--- src/rtl/wdt_lp_pkg.sv ---
package wdt_lp_pkg;
  // register bit positions
  localparam int SRC_BIT  = 7;
  localparam int STFN_BIT = 6;
  localparam int LOCK_BIT = 5;

  // strobes from control to datapath
  typedef struct packed {
    logic reload;
    logic dec;
  } wdt_strobe_t;
endpackage

--- src/rtl/wdt_lp_ctrl.sv ---
module wdt_lp_ctrl
  import wdt_lp_pkg::*;
#(
  parameter int ADDR_W   = 8,
  parameter int REG_ADDR = 'h39
) (
  input  logic              clk,
  input  logic              rstN,
  input  logic              wrEn,
  input  logic [ADDR_W-1:0] wrAddr,
  input  logic [7:0]        wrData,
  input  logic              tickSlow,
  input  logic              tickFast,
  input  logic              coreStop,
  input  logic              stopReq,
  output wdt_strobe_t       strobe,
  output logic [7:0]        rdData,
  output logic              stopEnter,
  output logic              intRst
);
  localparam logic [ADDR_W-1:0] HIT_ADDR = ADDR_W'(REG_ADDR);

  logic srcSel, stopFn, lockFlag;
  logic wrHit, selTick;
  logic unusedLowBits;

  assign unusedLowBits = ^wrData[4:0];
  assign wrHit   = wrEn && (wrAddr == HIT_ADDR);
  assign selTick = srcSel ? tickFast : tickSlow;

  always_comb begin
    strobe.reload = wrHit;
    strobe.dec    = selTick && !coreStop && !wrHit;
  end

  // control register with write-once stop function bit
  always_ff @(posedge clk) begin
    if (!rstN) begin
      srcSel   <= 1'b0;
      stopFn   <= 1'b0;
      lockFlag <= 1'b0;
    end else if (wrHit) begin
      srcSel <= wrData[SRC_BIT];
      if (!lockFlag) begin
        stopFn   <= wrData[STFN_BIT];
        lockFlag <= 1'b1;
      end
    end
  end

  // stop request decision
  always_ff @(posedge clk) begin
    if (!rstN) begin
      stopEnter <= 1'b0;
      intRst    <= 1'b0;
    end else begin
      stopEnter <= stopReq && !stopFn;
      intRst    <= stopReq && stopFn;
    end
  end

  always_comb begin
    rdData           = 8'h00;
    rdData[SRC_BIT]  = srcSel;
    rdData[STFN_BIT] = stopFn;
    rdData[LOCK_BIT] = lockFlag;
  end

  // once locked, bit 6 never changes
  p_lock_hold_r7: assert property (@(posedge clk) disable iff (!rstN)
    lockFlag |=> (stopFn == $past(stopFn)));
  // any register write leaves the lock set
  p_lock_set_r7: assert property (@(posedge clk) disable iff (!rstN)
    wrHit |=> lockFlag);
  // the two stop outcomes are exclusive
  p_stop_excl_r8: assert property (@(posedge clk) disable iff (!rstN)
    !(stopEnter && intRst));
  // no count while in stop mode
  p_freeze_r4: assert property (@(posedge clk) disable iff (!rstN)
    coreStop |-> !strobe.dec);
endmodule

--- src/rtl/wdt_lp_datapath.sv ---
module wdt_lp_datapath
  import wdt_lp_pkg::*;
#(
  parameter int CNT_W = 16
) (
  input  logic        clk,
  input  logic        rstN,
  input  wdt_strobe_t strobe,
  output logic        wdtRst
);
  localparam logic [CNT_W-1:0] CNT_TOP = {CNT_W{1'b1}};

  logic [CNT_W-1:0] cnt;
  logic             atZero;

  assign atZero = (cnt == '0);

  always_ff @(posedge clk) begin
    if (!rstN) begin
      cnt    <= CNT_TOP;
      wdtRst <= 1'b0;
    end else begin
      wdtRst <= 1'b0;
      if (strobe.reload) begin
        cnt <= CNT_TOP;
      end else if (strobe.dec) begin
        if (atZero) begin
          cnt    <= CNT_TOP;
          wdtRst <= 1'b1;
        end else begin
          cnt <= cnt - 1'b1;
        end
      end
    end
  end

  // a reload restores all ones
  p_reload_r2: assert property (@(posedge clk) disable iff (!rstN)
    strobe.reload |=> (cnt == CNT_TOP));
  // counter holds without a strobe
  p_hold_r4: assert property (@(posedge clk) disable iff (!rstN)
    (!strobe.reload && !strobe.dec) |=> $stable(cnt));
  // one step per selected tick
  p_step_r5: assert property (@(posedge clk) disable iff (!rstN)
    (strobe.dec && !strobe.reload && !atZero) |=> (cnt == $past(cnt) - 1'b1));
  // reset pulse lasts one cycle
  p_pulse_r6: assert property (@(posedge clk) disable iff (!rstN)
    wdtRst |=> !wdtRst);
endmodule

--- src/rtl/wdt_lp_top.sv ---
module wdt_lp_top
  import wdt_lp_pkg::*;
#(
  parameter int CNT_W    = 16,
  parameter int ADDR_W   = 8,
  parameter int REG_ADDR = 'h39
) (
  input  logic              clk,
  input  logic              rstN,
  input  logic              wrEn,
  input  logic [ADDR_W-1:0] wrAddr,
  input  logic [7:0]        wrData,
  input  logic              tickSlow,
  input  logic              tickFast,
  input  logic              coreStop,
  input  logic              stopReq,
  output logic [7:0]        rdData,
  output logic              wdtRst,
  output logic              stopEnter,
  output logic              intRst
);
  wdt_strobe_t strobe;

  wdt_lp_ctrl #(.ADDR_W(ADDR_W), .REG_ADDR(REG_ADDR)) ctrl_i (
    .clk(clk), .rstN(rstN), .wrEn(wrEn), .wrAddr(wrAddr), .wrData(wrData),
    .tickSlow(tickSlow), .tickFast(tickFast), .coreStop(coreStop),
    .stopReq(stopReq), .strobe(strobe), .rdData(rdData),
    .stopEnter(stopEnter), .intRst(intRst)
  );

  wdt_lp_datapath #(.CNT_W(CNT_W)) dp_i (
    .clk(clk), .rstN(rstN), .strobe(strobe), .wdtRst(wdtRst)
  );
endmodule

--- config.mk ---
export PLATFORM = sky130hd
export DESIGN_NAME = wdt_lp_top
export DESIGN_NICKNAME = d
export VERILOG_FILES = /design/src/rtl/wdt_lp_pkg.sv /design/src/rtl/wdt_lp_ctrl.sv /design/src/rtl/wdt_lp_datapath.sv /design/src/rtl/wdt_lp_top.sv
export SDC_FILE = /design/constraint.sdc
export NUM_CORES = 1
export LEC_CHECK = 0
export BUFFER_PORTS_ARGS = -buffer_cell sky130_fd_sc_hd__buf_2
export CORE_ASPECT_RATIO = 0.6
export CORE_MARGIN = 10
export CORE_UTILIZATION = 50
export DETAILED_ROUTE_END_ITERATION = 7
export GPL_ROUTABILITY_DRIVEN = 0
export PLACE_DENSITY = 0.9
export SLEW_MARGIN = 20
export SYNTH_ARGS = -nofsm -noshare
export SYNTH_HDL_FRONTEND = slang
export SYNTH_HIERARCHICAL = 1
export SYNTH_SLANG_ARGS = --single-unit
--- constraint.sdc ---
create_clock -name clk -period 2.7 [get_ports clk]
set_clock_uncertainty 0.2 [all_clocks]
set_input_delay 0.27 -clock clk [delete_from_list [all_inputs] [get_ports clk]]
set_output_delay 0.27 -clock clk [all_outputs]
set_load 0.01 [all_outputs]
[After elaboration in Yosys (flattened, before gate mapping)]
Cells that the tools add are included.
Storage, ports and cells
  bits in registers: 22
  input bits: 23
  output and inout port bits: 11
  logic and storage cells: 27
Operators by class
  add/subtract/negate cells: 1
  equality and inequality tests: 1
  muxes and demuxes: 3
  bitwise logic cells: 3
  reduce and logical (&&, ||, !) cells: 12
Operator list (number)
  $logic_not A16 Y1: 1
  $mux W16: 1
  $sub A16 B1 Y16 const B: 1
  $eq A8 B6 Y1 const B: 1
  $logic_and A1 B1 Y1: 5
  $logic_not A1 Y1: 3
  $not A1 Y1: 3
  $reduce_or A3 Y1: 1
  $mux W1: 2
  $reduce_and A2 Y1: 1
  $reduce_or A2 Y1: 1

[Longest topological paths before layout]
  depth after elaboration: 6
  depth in mapped cells: 9
  gate-level depth less buffers: 7

[Hierarchy]
Netlist, hierarchy kept.
By module, submodules not included
  wdt_lp_datapath: instances 1, cells an instance 87, area an instance 817.0 µm²
  wdt_lp_ctrl: instances 1, cells an instance 33, area an instance 320.3 µm²

[Worst setup path after synthesis]
No wires, ideal clock.
  kind: in2reg
  start: input wrAddr[2]
  end: register dp_i.cnt[13]
  setup time: 0.115 ns
  arrival: 1.874 ns
  data required time: 2.385 ns
  path slack: 0.511 ns
  cell stages on the path: 7
  cell sequence: nand2b_1 > nor4_4 > nor3_1 > nor4b_2 > nand4_1 > xor2_1 > nand2_1
RTL lines
  from (decl): line wdt_lp_top.sv:11  | input logic [ADDR_W-1:0] wrAddr,
  to (signal assigned): line wdt_lp_datapath.sv:31  | cnt <= cnt - 1'b1;
  to (decl): line wdt_lp_datapath.sv:13  | logic [CNT_W-1:0] cnt;

==> results.md <==
- Num CTS Buffers: 3
- Most frequent cells in the layout: nand2_1, dfxtp_1, buf_2
- Core area: roughly 0.0022 mm²
- Drt total wl: ~2.6 mm
- Pin count of the biggest net entering global routing: 16
- Initial Util: 0.526
- Nets@finish: between 150 and 200
- Post-layout min period: 2.33 ns
- Post-synthesis simple-gate area fraction: 0.353
- Main synth FF type: dfxtp_1
- CP arrival: ~2.3 ns
- Area Growth Syn to Fin: 13.5%
- PostCTS Resize Cnt: 0
- Mux contribution to synthesized area: 0.0264
- CTS Root Cell: clkbuf_8
- IR drop worst, VDD: 0.390 mV
- Fmax: 0.430 GHz
- Die Width: ~80 µm
- Vias per cell: 5.30
- Cell leakage power: 0.000523 µW
- Worst path slowest cell: nor3_1
- Slew @ Worst Pin: approximately 0.77 ns
- Diode count: 0
- Slew headroom: 0.484
- Die Footprint: about 0.0046 mm²
- Synth Warn #: 6
- Number of synthesized flops with an enable pin: 0
- RSZ-0062 raised after global routing: false
- Fin cells: between 150 and 200
- Status: complete, no violations
- Crit Path Max Fanout: 8
- Iter 0 DRT Violations: approximately 90
- Hold Vio Cnt, Final: 0
- Number of max-cap violations: 0
- Sum Neg Setup Slack: 0 ns
- Synth Area in XOR/XNOR: 0.100
- DRC: 0
- Drt pass-1 iters: 4
- DP Wirelength: ~2.0 mm
- H-tree levels: 1
- CTS tree: yes
- # hold bufs at CTS: 0
- Setup Fix Bufs, Post-CTS: 0
- WS Path Type: register to register
- Vias in the first global route: 917
- Yosys cell types: 32
- Skew-Pair Late Insertion Delay: ~0.27 ns
- Global-route usage over all layers: 0.116
- Mapped Area: 0.00114 mm²
- Sequential share of the synthesized area: 0.387
- Filler cells: approximately 180
- Vert. Die Dim: 56.9 µm
- Worst-path clk slew: about 0.08 ns
- Mapped Cells: between 100 and 150
- Worst Setup Start Kind: register
- CTS Sinks: 22
- First-pass GRT wire length: between 4 and 5 mm
- Synth Area in Adders: 0.0220
- Largest family of logic cells by synthesized area: simple AND/OR/NAND/NOR gates
- Pwr Density: 525 mW/mm²
- Commonest non-fill, non-tap cell in the layout: nand2_1
- Crit path cell chain: mux2i_1, nor3_1, nor4b_2, buf_4, nand4_1, xor2_1, nand2_1
- GR Overflow Total: 0
- I/O Pins: 34
- Initial antenna violation count: 0
- Yosys reg bits: 22
- Min Hold Slack: 0.0148 ns
- Placed insts: 166
- Asr flop ratio synth: 0
- Final period util: 0.862
- Average wire per cell in the routed design: ~16 µm
- Synth Area in Compound Gates: 0.0110
- Antenna Nets Post-Route: 0
- Vias: ~900
- CP max stage delay: roughly 0.6 ns
- Maximum root-to-sink buffer count: 2
- Syn_area_per_cell: roughly 9.5 µm²
- Worst hold path type: primary input to register
- Layout cells sized above 1: 0.264
- Cell Rows: 13
- Buffers on Ports: 22
- Final count of pins violating max slew: 0
- Crit end category: register
- Final setup fails: 0
- CP Data Required Time: about 2.6 ns
## worst max-delay path: cells and delay by family (launching register included)
family        cells  cell delay [ns]
xor+xnor          1             0.18
buf+inv           1             0.21
flops             1             0.33
mux               1             0.12
simple gates      4             1.15
## path summary, 6_finish.rpt
| kind | startpoint | end | slack, ns | cells after the start |
|---|---|---|---|---|
| worst max-delay path | ctrl_i/srcSel | dp_i/cnt[13] | 0.37 | 7 |
| worst min-delay path | stopReq | ctrl_i/stopEnter | 0.01 | 3 |
| worst max register to register | ctrl_i/srcSel | dp_i/cnt[13] | 0.37 | 7 |
| worst min register to register | ctrl_i/stopFn | ctrl_i/stopEnter | 0.25 | 1 |
## logic make-up after synthesis
| logic type | after synthesis |
|---|---|
| AND/OR/NAND/NOR | 62 |
| AO/OA/AOI/OAI | 2 |
| adder cells (fa/ha/maj) | 2 |
| XOR/XNOR | 13 |
| multiplexers | 3 |
| flip-flops | 22 |
| other | 1 |
| buffers and inverters | 15 |
## metal layers
layer,track usage,up-vias,routed length [µm]
li1,-,431,-
met1,0.111,416,988
met2,0.214,40,1380
met3,0.0406,14,162
met4,0.0556,0,109
met5,0,-,0
## synth_stat cells (all sizes together), types with 2 or more instances
master / n / area, µm²
and3b: 2 / 17.5
buf: 12 / 98.8
dfxtp: 22 / 440
ha: 2 / 25.0
inv: 2 / 7.51
mux2i: 3 / 30.0
nand2: 26 / 100
nand3: 3 / 15.0
nand3b: 3 / 22.5
nand4: 6 / 37.5
nand4b: 2 / 17.5
nor2: 5 / 18.8
nor3: 4 / 20.0
nor4: 4 / 61.3
nor4b: 3 / 38.8
xnor2: 3 / 26.3
xor2: 10 / 87.6
## registers in the layout, summed over array words and instances, names as in the netlist
register          cells
ctrl_i/stopFn         1
dp_i/cnt             16
ctrl_i/srcSel         1
dp_i/wdtRst           1
ctrl_i/stopEnter      1
ctrl_i/lockFlag       1
ctrl_i/intRst         1
## through the flow
step	total power (µW)	worst slack, ns	cell area, µm²	util
floorplan	367	0.511	1150	-
global placement	374	0.390	1220	0.564
detailed placement	377	0.231	1220	0.564
CTS	683	0.465	1290	0.597
global route	697	0.270	1290	0.597
finish	678	0.372	1290	0.597
## power breakdown
| part | internal, µW | total (µW) | switching [µW] |
|---|---|---|---|
| clock | 198 | 308 | 110 |
| combinational | 17.7 | 41.1 | 23.4 |
| sequential | 327 | 329 | 2.41 |
| total | 543 | 678 | 136 |
## final cells by class
class,count,area (µm²),area share
timing repair buffer,25,133,0.103
multi-input combinational,87,602,0.466
tap,30,37.5,0.0291
clock inverter,1,30.0,0.0233
inverter,2,7.51,0.00581
clock buffer,3,41.3,0.0320
sequential,22,440,0.341
Power figures use the tool's default switching activity.
